<file path="src/rtl/msiq_pkg.sv">
package msiq_pkg;

  localparam int PTR_W  = 7;
  localparam int REG_AW = 12;

  localparam int B_VALID = 63;
  localparam int B_PEND  = 62;
  localparam int B_OVF   = 57;
  localparam int B_EN    = 44;

  localparam logic [2:0] ST_IDLE = 3'b001;
  localparam logic [2:0] ST_ACT  = 3'b010;
  localparam logic [2:0] ST_ERR  = 3'b100;

  typedef struct packed {
    logic       valid;
    logic       pend;
    logic [5:0] eq;
  } map_ent_t;

  typedef enum logic [3:0] {
    RG_MAP   = 4'd0,
    RG_PCLR  = 4'd1,
    RG_CSET  = 4'd2,
    RG_CCLR  = 4'd3,
    RG_STATE = 4'd4,
    RG_TAIL  = 4'd5,
    RG_HEAD  = 4'd6,
    RG_BASE  = 4'd7
  } reg_region_e;

  typedef enum logic [1:0] {PS_IDLE, PS_W0, PS_W1} post_st_e;

  function automatic logic [PTR_W-1:0] next_ptr(input logic [PTR_W-1:0] p);
    return p + 1'b1;
  endfunction

  function automatic logic [63:0] entry_addr(input logic [63:0] base,
                                             input logic [5:0] q,
                                             input logic [PTR_W-1:0] t);
    return base + (64'(q) << 13) + (64'(t) << 6);
  endfunction

  function automatic logic [6:0] fmt_of(input logic is64);
    return is64 ? 7'h78 : 7'h58;
  endfunction

  function automatic logic [63:0] pack_w0(input logic is64, input logic [15:0] rid,
                                          input logic [63:0] addr, input logic [31:0] data);
    return {1'b0, fmt_of(is64), 10'd1, addr[15:2], rid, data[15:0]};
  endfunction

  function automatic logic [63:0] pack_w1(input logic is64, input logic [63:0] addr,
                                          input logic [31:0] data);
    logic [47:0] up;
    up = is64 ? addr[63:16] : {32'b0, addr[31:16]};
    return {up, data[31:16]};
  endfunction

  function automatic logic [2:0] queue_state(input logic ovf, input logic [PTR_W-1:0] hd,
                                             input logic [PTR_W-1:0] tl);
    if (ovf) return ST_ERR;
    if (hd != tl) return ST_ACT;
    return ST_IDLE;
  endfunction

endpackage

</file>
<file path="src/rtl/msiq_map_table.sv">
module msiq_map_table
  import msiq_pkg::*;
#(
  parameter int NUM_MSI = 32,
  parameter int MSI_W   = 5
) (
  input  logic             clk,
  input  logic             rst_n,
  input  logic             wr_en,
  input  logic             clr_en,
  input  logic [MSI_W-1:0] wr_idx,
  input  logic [63:0]      wdata,
  input  logic             set_pend,
  input  logic [MSI_W-1:0] set_idx,
  input  logic [MSI_W-1:0] lk_idx,
  output map_ent_t         lk_ent,
  input  logic [MSI_W-1:0] rd_idx,
  output map_ent_t         rd_ent
);

  map_ent_t ents [NUM_MSI];

  for (genvar i = 0; i < NUM_MSI; i++) begin : g_ent
    map_ent_t ent_q;
    logic     sel_w;
    logic     sel_p;
    assign sel_w = (wr_idx == MSI_W'(i));
    assign sel_p = set_pend && (set_idx == MSI_W'(i));

    always_ff @(posedge clk) begin
      if (!rst_n) begin
        ent_q <= '0;
      end else begin
        if (wr_en && sel_w) begin
          ent_q.valid <= wdata[B_VALID];
          ent_q.eq    <= wdata[5:0];
        end
        if (sel_p)
          ent_q.pend <= 1'b1;
        else if (clr_en && sel_w && wdata[B_PEND])
          ent_q.pend <= 1'b0;
      end
    end
    assign ents[i] = ent_q;
  end

  assign lk_ent = ents[lk_idx];
  assign rd_ent = ents[rd_idx];

endmodule

</file>
<file path="src/rtl/msiq_queue_bank.sv">
module msiq_queue_bank
  import msiq_pkg::*;
#(
  parameter int NUM_EQ = 36,
  parameter int EQ_W   = 6
) (
  input  logic             clk,
  input  logic             rst_n,
  input  logic             cset,
  input  logic             cclr,
  input  logic             head_wr,
  input  logic             tail_wr,
  input  logic [EQ_W-1:0]  wr_idx,
  input  logic [63:0]      wdata,
  input  logic             adv,
  input  logic [EQ_W-1:0]  adv_idx,
  input  logic             ovf_hit,
  input  logic [EQ_W-1:0]  ovf_idx,
  input  logic [EQ_W-1:0]  lk_idx,
  output logic             lk_en,
  output logic             lk_full,
  output logic [PTR_W-1:0] lk_tail,
  input  logic [EQ_W-1:0]  rd_idx,
  output logic             rd_en,
  output logic             rd_ovf,
  output logic [PTR_W-1:0] rd_head,
  output logic [PTR_W-1:0] rd_tail
);

  logic             en_a   [NUM_EQ];
  logic             ovf_a  [NUM_EQ];
  logic [PTR_W-1:0] head_a [NUM_EQ];
  logic [PTR_W-1:0] tail_a [NUM_EQ];

  for (genvar i = 0; i < NUM_EQ; i++) begin : g_q
    logic             en_q, ovf_q;
    logic [PTR_W-1:0] head_q, tail_q;
    logic             sel;
    assign sel = (wr_idx == EQ_W'(i));

    always_ff @(posedge clk) begin
      if (!rst_n) begin
        en_q   <= 1'b0;
        ovf_q  <= 1'b0;
        head_q <= '0;
        tail_q <= '0;
      end else begin
        if (cset && sel && wdata[B_EN])      en_q <= 1'b1;
        else if (cclr && sel && wdata[B_EN]) en_q <= 1'b0;

        if ((ovf_hit && ovf_idx == EQ_W'(i)) || (cset && sel && wdata[B_OVF]))
          ovf_q <= 1'b1;
        else if (cclr && sel && wdata[B_OVF])
          ovf_q <= 1'b0;

        if (head_wr && sel) head_q <= wdata[PTR_W-1:0];

        if (tail_wr && sel)                     tail_q <= wdata[PTR_W-1:0];
        else if (adv && adv_idx == EQ_W'(i))    tail_q <= next_ptr(tail_q);
      end
    end

    assign en_a[i]   = en_q;
    assign ovf_a[i]  = ovf_q;
    assign head_a[i] = head_q;
    assign tail_a[i] = tail_q;
  end

  assign lk_en   = en_a[lk_idx];
  assign lk_tail = tail_a[lk_idx];
  assign lk_full = (next_ptr(tail_a[lk_idx]) == head_a[lk_idx]);

  assign rd_en   = en_a[rd_idx];
  assign rd_ovf  = ovf_a[rd_idx];
  assign rd_head = head_a[rd_idx];
  assign rd_tail = tail_a[rd_idx];

endmodule

</file>
<file path="src/rtl/msiq_dispatch.sv">
module msiq_dispatch
  import msiq_pkg::*;
#(
  parameter int NUM_MSI = 32,
  parameter int NUM_EQ  = 36,
  localparam int MSI_W  = (NUM_MSI > 1) ? $clog2(NUM_MSI) : 1,
  localparam int EQ_W   = (NUM_EQ > 1) ? $clog2(NUM_EQ) : 1
) (
  input  logic              clk,
  input  logic              rst_n,
  input  logic              msi_valid,
  output logic              msi_ready,
  input  logic [MSI_W-1:0]  msi_num,
  input  logic              msi_is64,
  input  logic [15:0]       msi_rid,
  input  logic [63:0]       msi_addr,
  input  logic [31:0]       msi_data,
  input  logic              reg_wr,
  input  logic [REG_AW-1:0] reg_addr,
  input  logic [63:0]       reg_wdata,
  output logic [63:0]       reg_rdata,
  output logic              mw_valid,
  input  logic              mw_ready,
  output logic [63:0]       mw_addr,
  output logic [63:0]       mw_data
);

  reg_region_e region;
  logic [7:0]  ridx;
  logic        msi_hit, eq_hit;
  assign region  = reg_region_e'(reg_addr[11:8]);
  assign ridx    = reg_addr[7:0];
  assign msi_hit = int'(ridx) < NUM_MSI;
  assign eq_hit  = int'(ridx) < NUM_EQ;

  logic wr_map, wr_pclr, wr_cset, wr_cclr, wr_tail, wr_head, wr_base;
  assign wr_map  = reg_wr && region == RG_MAP  && msi_hit;
  assign wr_pclr = reg_wr && region == RG_PCLR && msi_hit;
  assign wr_cset = reg_wr && region == RG_CSET && eq_hit;
  assign wr_cclr = reg_wr && region == RG_CCLR && eq_hit;
  assign wr_tail = reg_wr && region == RG_TAIL && eq_hit;
  assign wr_head = reg_wr && region == RG_HEAD && eq_hit;
  assign wr_base = reg_wr && region == RG_BASE;

  logic [63:0] base_q;
  always_ff @(posedge clk) begin
    if (!rst_n)       base_q <= '0;
    else if (wr_base) base_q <= {reg_wdata[63:6], 6'b0};
  end

  // Posting state
  post_st_e         st_q;
  logic [EQ_W-1:0]  cur_q;
  logic [MSI_W-1:0] cur_num;
  logic [63:0]      cur_addr, cur_w0, cur_w1;

  // Named internal events
  logic ev_accept, ev_eligible, ev_post, ev_ovf, ev_drop, ev_done, beat_w0;

  map_ent_t         lk_ent, rd_ent;
  logic             lk_en, lk_full;
  logic [PTR_W-1:0] lk_tail;
  logic             rd_en, rd_ovf;
  logic [PTR_W-1:0] rd_head, rd_tail;
  logic             num_ok, q_ok;

  assign msi_ready   = (st_q == PS_IDLE);
  assign ev_accept   = msi_valid && msi_ready;
  assign num_ok      = int'(msi_num) < NUM_MSI;
  assign q_ok        = int'(lk_ent.eq) < NUM_EQ;
  assign ev_eligible = ev_accept && num_ok && lk_ent.valid && !lk_ent.pend && q_ok && lk_en;
  assign ev_ovf      = ev_eligible && lk_full;
  assign ev_post     = ev_eligible && !lk_full;
  assign ev_drop     = ev_accept && !ev_post;
  assign ev_done     = (st_q == PS_W1) && mw_ready;
  assign beat_w0     = (st_q == PS_W0);

  msiq_map_table #(.NUM_MSI(NUM_MSI), .MSI_W(MSI_W)) u_map (
    .clk      (clk),
    .rst_n    (rst_n),
    .wr_en    (wr_map),
    .clr_en   (wr_pclr),
    .wr_idx   (ridx[MSI_W-1:0]),
    .wdata    (reg_wdata),
    .set_pend (ev_done),
    .set_idx  (cur_num),
    .lk_idx   (msi_num),
    .lk_ent   (lk_ent),
    .rd_idx   (ridx[MSI_W-1:0]),
    .rd_ent   (rd_ent)
  );

  msiq_queue_bank #(.NUM_EQ(NUM_EQ), .EQ_W(EQ_W)) u_bank (
    .clk     (clk),
    .rst_n   (rst_n),
    .cset    (wr_cset),
    .cclr    (wr_cclr),
    .head_wr (wr_head),
    .tail_wr (wr_tail),
    .wr_idx  (ridx[EQ_W-1:0]),
    .wdata   (reg_wdata),
    .adv     (ev_done),
    .adv_idx (cur_q),
    .ovf_hit (ev_ovf),
    .ovf_idx (lk_ent.eq[EQ_W-1:0]),
    .lk_idx  (lk_ent.eq[EQ_W-1:0]),
    .lk_en   (lk_en),
    .lk_full (lk_full),
    .lk_tail (lk_tail),
    .rd_idx  (ridx[EQ_W-1:0]),
    .rd_en   (rd_en),
    .rd_ovf  (rd_ovf),
    .rd_head (rd_head),
    .rd_tail (rd_tail)
  );

  always_ff @(posedge clk) begin
    if (!rst_n) begin
      st_q     <= PS_IDLE;
      cur_q    <= '0;
      cur_num  <= '0;
      cur_addr <= '0;
      cur_w0   <= '0;
      cur_w1   <= '0;
    end else begin
      case (st_q)
        PS_IDLE: if (ev_post) begin
          st_q     <= PS_W0;
          cur_q    <= lk_ent.eq[EQ_W-1:0];
          cur_num  <= msi_num;
          cur_addr <= entry_addr(base_q, lk_ent.eq, lk_tail);
          cur_w0   <= pack_w0(msi_is64, msi_rid, msi_addr, msi_data);
          cur_w1   <= pack_w1(msi_is64, msi_addr, msi_data);
        end
        PS_W0:   if (mw_ready) st_q <= PS_W1;
        PS_W1:   if (mw_ready) st_q <= PS_IDLE;
        default: st_q <= PS_IDLE;
      endcase
    end
  end

  assign mw_valid = (st_q == PS_W0) || (st_q == PS_W1);
  assign mw_addr  = beat_w0 ? cur_addr : cur_addr + 64'd8;
  assign mw_data  = beat_w0 ? cur_w0 : cur_w1;

  always_comb begin
    reg_rdata = '0;
    case (region)
      RG_MAP:   if (msi_hit) begin
        reg_rdata[B_VALID] = rd_ent.valid;
        reg_rdata[B_PEND]  = rd_ent.pend;
        reg_rdata[5:0]     = rd_ent.eq;
      end
      RG_CSET, RG_CCLR: if (eq_hit) begin
        reg_rdata[B_EN]  = rd_en;
        reg_rdata[B_OVF] = rd_ovf;
      end
      RG_STATE: if (eq_hit) reg_rdata[2:0] = queue_state(rd_ovf, rd_head, rd_tail);
      RG_TAIL:  if (eq_hit) begin
        reg_rdata[B_OVF]       = rd_ovf;
        reg_rdata[PTR_W-1:0]   = rd_tail;
      end
      RG_HEAD:  if (eq_hit) reg_rdata[PTR_W-1:0] = rd_head;
      RG_BASE:  reg_rdata = base_q;
      default:  reg_rdata = '0;
    endcase
  end

endmodule

</file>
<file path="config.mk">
export PLATFORM = sky130hd
export DESIGN_NAME = msiq_dispatch
export DESIGN_NICKNAME = d
export VERILOG_FILES = /design/src/rtl/msiq_pkg.sv /design/src/rtl/msiq_map_table.sv /design/src/rtl/msiq_queue_bank.sv /design/src/rtl/msiq_dispatch.sv
export SDC_FILE = /design/constraint.sdc
export NUM_CORES = 2
export LEC_CHECK = 0
export BUFFER_PORTS_ARGS = -buffer_cell sky130_fd_sc_hd__buf_2
export CAP_MARGIN = 10
export CORE_MARGIN = 3
export CORE_UTILIZATION = 50
export DETAILED_ROUTE_END_ITERATION = 12
export PLACE_DENSITY = 0.68
export RECOVER_POWER = 25
export SLEW_MARGIN = 0
export SYNTH_ARGS = -nofsm -noshare
export SYNTH_HDL_FRONTEND = slang
export SYNTH_SLANG_ARGS = --single-unit
</file>
<file path="constraint.sdc">
create_clock -name clk -period 18.2 [get_ports clk]
set_input_delay 0.91 -clock clk [delete_from_list [all_inputs] [get_ports clk]]
set_output_delay 0.91 -clock clk [all_outputs]
set_load 0.1 [all_outputs]
</file>
# Word-level counts from Yosys, hierarchy flattened
# Cells that the tools add are included.
[totals]
register_bits = 1085
inputBits = 199
out_inout_bits = 194
elab_cells = 1520
[classes]
addsub = 40
order_cmp = 7
n_eq_ne = 181
n_mux = 342
n_bitwise = 4
n_reduce_logical = 699
[op_table]
columns = ["cell", "count"]
rows = [
  ["$mux W7", 82],
  ["$logic_and A1 B1 Y1", 509],
  ["$eq A6 B5 Y1 const B", 48],
  ["$reduce_bool A2 Y1", 140],
  ["$add A7 B1 Y7 const B", 37],
  ["$mux W1", 223],
  ["$bmux W7 S6", 4],
  ["$eq A5 B5 Y1 const B", 32],
  ["$eq A6 B4 Y1 const B", 24],
  ["$mux W64", 2],
  ["$bmux W8 S5", 2],
  ["$eq A5 B4 Y1 const B", 16],
  ["$eq A6 B3 Y1 const B", 12],
  ["$eq A6 B6 Y1 const B", 12],
  ["$add A64 B13 Y64", 1],
  ["$add A64 B19 Y64", 1],
  ["$add A64 B4 Y64 const B", 1],
  ["$mux W48", 1],
  ["$eq A5 B3 Y1 const B", 8],
  ["$logic_or A1 B1 Y1", 37],
  ["$mux W37", 1],
  ["$eq A6 B2 Y1 const B", 6],
  ["$mux W8", 4],
  ["$eq A5 B2 Y1 const B", 4],
  ["38 further kinds", 66],
]

# Logic depth before layout (Yosys ltp)
[logic_depth]
depth_word = 14
depth_mapped = 35

# Modules after synthesis
# Synthesis repeated with hierarchy kept, for this count alone.
[unflattened]
cells_unflattened = 6598
hier_area_um2 = 60848.4
[modules_own_cells]
columns = ["mod", "n_inst", "cells_per_inst", "area_each_um2", "seq_area_each_um2"]
rows = [
  ["msiq_queue_bank", 1, 3657, 34092.7, 11531.1],
  ["msiq_map_table", 1, 1441, 14600.3, 5124.9],
  ["msiq_dispatch", 1, 1500, 12155.4, 4824.6],
]

# Worst setup path before layout
# No wires, ideal clock.
[synth_path]
path_type = "input to output"
startpoint = "in reg_addr[0]"
endpoint = "out reg_rdata[44]"
arrival_ps = 6493
required_ps = 17290
slack_ps = 10797
path_stages = 12
path_cell_list = "clkbuf_1 buf_1 clkbuf_1 buf_2 clkbuf_1 buf_1 mux4_2 mux4_2 mux2i_1 nor2_1 a31oi_1 o31ai_1"
[synth_between]
elab_chain_cells = 6
elab_cells_between_ends = 7
cone_classes = "1 x order compare; 5 x mux; 1 x bitwise"
[synth_lines]
columns = ["element", "line_no", "source"]
rows = [
  ["start: declaration", "msiq_dispatch.sv:19", "input logic [REG_AW-1:0] reg_addr,"],
  ["$not A6 Y7 (not written as such)", "msiq_queue_bank.sv:73", "assign rd_en = en_a[rd_idx];"],
  ["$bmux W1 S6", "msiq_queue_bank.sv:73", ""],
  ["$mux W1 (not written as such) (2 in a row)", "msiq_queue_bank.sv:73", ""],
  ["$mux W1 *", "msiq_dispatch.sv:154", "RG_CSET, RG_CCLR: if (eq_hit) begin"],
  ["$pmux W1 S2 *", "msiq_dispatch.sv:148", "case (region)"],
  ["end: declaration", "msiq_dispatch.sv:21", "output logic [63:0] reg_rdata,"],
]
# Mark *: on every way between the ends. The rest lies on a longest branch, timed or not. The select of a mux whose other input is x is not followed.

# Worst setup path in the final report
[layout_path]
startpoint = "in reg_addr[1]"
endpoint = "out reg_rdata[44]"
# Same word-level chain as after synthesis.

==> flow_summary.toml <==
[grt]
grtUsageTotal = 0.341
grt_pass1_wl_um = 330000
grt_pass1_vias = 51400
antenna_found_initial = 12
grt_max_degree = 234
grt.overflow.total = 0

[layout]
nFillCells = 10700
fin_util = 0.559
syn2layout_area_growth_pct = 10.3
mostFrequentLayoutCell = "dfxtp_1"
nNetsFinal = 7107
layout_common_cells = "dfxtp_1 (1,073), nand2_1 (909), nor2_1 (672), nand3_1 (629), mux2i_1 (471)"
drive_gt1_frac = 0.143
finalInstanceArea_sq_mm = 0.0662

[drt]
ant_nets = 0
wl_per_cell_um = 25.9
drtIter0Drc = 7842
drt-total-wl_um = 222000
drc = 0
firstDrtPassIters = 9
routed_via_density = 6.55
via_count = 56000

[synthesis]
ys_types = 83
yosys.area.top_type_share = 0.358
seq_area_frac_synth = 0.358
yosys_warnings = 0
avgSynthCellArea_sq_um = 8.74
yosysTopAreaCell = "dfxtp_1"
synth-edff-count = 0
syn-cell-area_sq_mm = 0.0601
postSynthCellCount = 6874
ys_ff_latch = 1073
ys.flop_type = "dfxtp_1"
synthTopCellsByArea = "dfxtp_1 (36%), mux4_2 (11%), mux2i_1 (7.9%)"
synth-async-reset-ratio = 0

[outcome]
status = "finished, violations left"
violations = "capacitance limit, slew limit"

[pwr]
p_leak_nw = 22.9
total_power_w = 0.00552
irDropWorstVdd_mv = 0.0945
power_density_mw_per_mm2 = 83.3

[placed_design]
portBuffers = 385
placed_area_sq_mm = 0.0623
hpwlAfterDp_um = 145000
gp_congestion = 1.01

[critical_path]
rr_worst_depth = 24
slowest_delay_ns = 4.99
cp_max_fo = 101
arrival_ns = 12.05
critical_path_buf_inv_count = 3
endpoint_kind = "output port"
path_cells = "clkbuf_1, clkbuf_1, mux4_2, mux4_2, mux2i_1, nor2_1, a31oi_1, o31ai_1, buf_2"
crit_path_top_delay_cell = "clkbuf_1"
start_kind = "input pin"
worstPathRequired_ns = 17.29
rrSetupSlack_ns = 8.84
rr_startpoint = "u_map.ents[200]"
worst_r2r_endpoint = "cur_w1[14]"
worstSetupPathType = "input pin to output port"
crit_family = "buffers and inverters"

[timing]
finalHoldViolCount = 0
rsz0062_at_grt = "false"
drv_slew = 438
setup_violations = 0
relSlewSlack = -3.88
period_share = 0.712
skew_ns = 0.0412
worst_pin_slew_ns = 7.32
period_needed_ns = 12.96
tns_ns = 0
fmax_mhz = 77.2

[floorplanning]
ios = 393
start_util = 0.507
die_h_um = 353
core_region_area_sq_mm = 0.119
row_count = 126
die_x_um = 353
dieArea_sq_mm = 0.124

[min_path]
holdPathStages = 3
hold_path.class = "input pin to register"
hold_end = "cur_w0[8]"
min-delay-start = "msi_data[8]"

[clocking]
postCtsSetupRepairBufs = 0
clock_tree.root_cell = "clkbuf_16"
cts.clk_slew.worst_paths_ns = 0.06
clock_latency_ns = 0.76
ctsHoldBuffers = 0
cts_resized = 0
cts_tree = "yes"
clock_sinks = 1073
cts_buffers = 117
clock_path_buffers = 3
htreeDepth = 3

[flow_run]
cap_violations = 7
==> layout make-up <==
cell class / count / area [sq um] / area share
clock buffers: 178 / 3480 / 0.0526
multi-input cells: 5079 / 35600 / 0.538
well taps: 1600 / 2000 / 0.0302
clock inverters: 36 / 531 / 0.00801
diodes: 10 / 25.0 / 0.000378
flip-flops and latches: 1073 / 21500 / 0.324
inverters: 84 / 329 / 0.00497
repair buffers: 498 / 2750 / 0.0415
==> logic make-up after synthesis <==
logic type               Yosys count  synth area share
AO/OA/AOI/OAI                   1350             0.147
multiplexers                     834             0.203
flip-flops                      1073             0.358
buffers and inverters            726            0.0505
other                              1         0.0000624
XOR/XNOR                         260            0.0379
adder cells (fa/ha/maj)           55            0.0116
AND/OR/NAND/NOR                 2575             0.192
==> power by group <==
part           switching (W)  total, W  internal (W)
combinational       0.000485  0.000644      0.000159
clock                0.00103   0.00250       0.00147
sequential        0.00000995   0.00237       0.00236
==> worst reg2reg max path, stage by stage, from the launching register on <==
cell,delay (ns)
dfxtp_1,0.36
mux4_2,0.24
o22ai_1,0.16
or4_2,0.69
buf_4,0.31
clkinv_2,0.62
buf_4,0.57
buf_4,0.62
and2_1,0.53
a211oi_1,0.15
o221a_2,0.33
a211oi_1,0.32
buf_4,0.23
inv_1,0.13
ha_1,0.30
nor2b_1,0.16
a22oi_1,0.23
a31oi_1,0.12
nor4b_1,0.27
o311ai_1,0.22
o41ai_4,0.59
buf_12,0.65
buf_4,1.08
nand3_1,0.27
o21ai_1,0.14
==> sequential cells by signal (all words and copies together), names as in the netlist <==
signal,cells
cur_w1,64
u_bank.g_q.head_q,252
cur_num,5
cur_addr,58
u_map.ents,256
cur_w0,48
u_bank.g_q.en_q,36
u_bank.g_q.ovf_q,36
cur_q,6
u_bank.g_q.tail_q,252
base_q,58
st_q,2
==> cells in the mapped netlist (all sizes together) (7+ instances only) <==
library cell,n
o31ai,63
o22ai,14
a311oi,86
a41oi,20
inv,84
nor2b,32
o21ai,259
or3,24
o211ai,10
mux4,300
xor2,115
a32oi,12
o41a,26
nand2b,12
a311o,35
ha,54
mux2i,472
xnor2,145
a21oi,430
nand2,910
a211oi,287
dfxtp,1073
mux2,62
a32o,7
a31oi,17
clkbuf,457
nor2,672
a22oi,15
nor4,11
nor3,31
nand3,629
and3,45
and2,67
o41ai,13
nand4,45
and4,51
nand3b,7
nor3b,24
buf,185
==> metrics by stage <==
stage | instances | worst slack (ns) | hold WS [ns]
floorplan | 6878 | 10.80 | 0.426
global placement | 8334 | 7.50 | 0.436
detailed placement | 8334 | 7.37 | 0.438
CTS | 8548 | 8.20 | 0.326
global route | 8553 | 4.98 | 0.363
finish | 8558 | 5.24 | 0.385
==> layer usage <==
layer | part of all wire | vias to the layer above | track usage | wire length (um)
met5 | 0.00035 | - | 0 | 77
met1 | 0.38 | 26900 | 0.444 | 84400
met3 | 0.11 | 799 | 0.0838 | 24900
li1 | - | 24900 | - | -
met2 | 0.44 | 3405 | 0.514 | 97800
met4 | 0.067 | 10 | 0.201 | 14900
==> worst max path at each step <==
stage | from | depth (start not counted) | endpoint | slack (ns)
CTS | msi_num[1] | 23 | cur_w1[14] | 8.20
global route | reg_addr[1] | 9 | reg_rdata[44] | 4.98
global placement | msi_num[1] | 25 | cur_w0[0] | 7.50
finish | reg_addr[1] | 9 | reg_rdata[44] | 5.24
floorplan | reg_addr[0] | 12 | reg_rdata[44] | 10.80
detailed placement | msi_num[1] | 22 | cur_w0[1] | 7.37
Note: power is estimated with default switching activity, not from simulation.
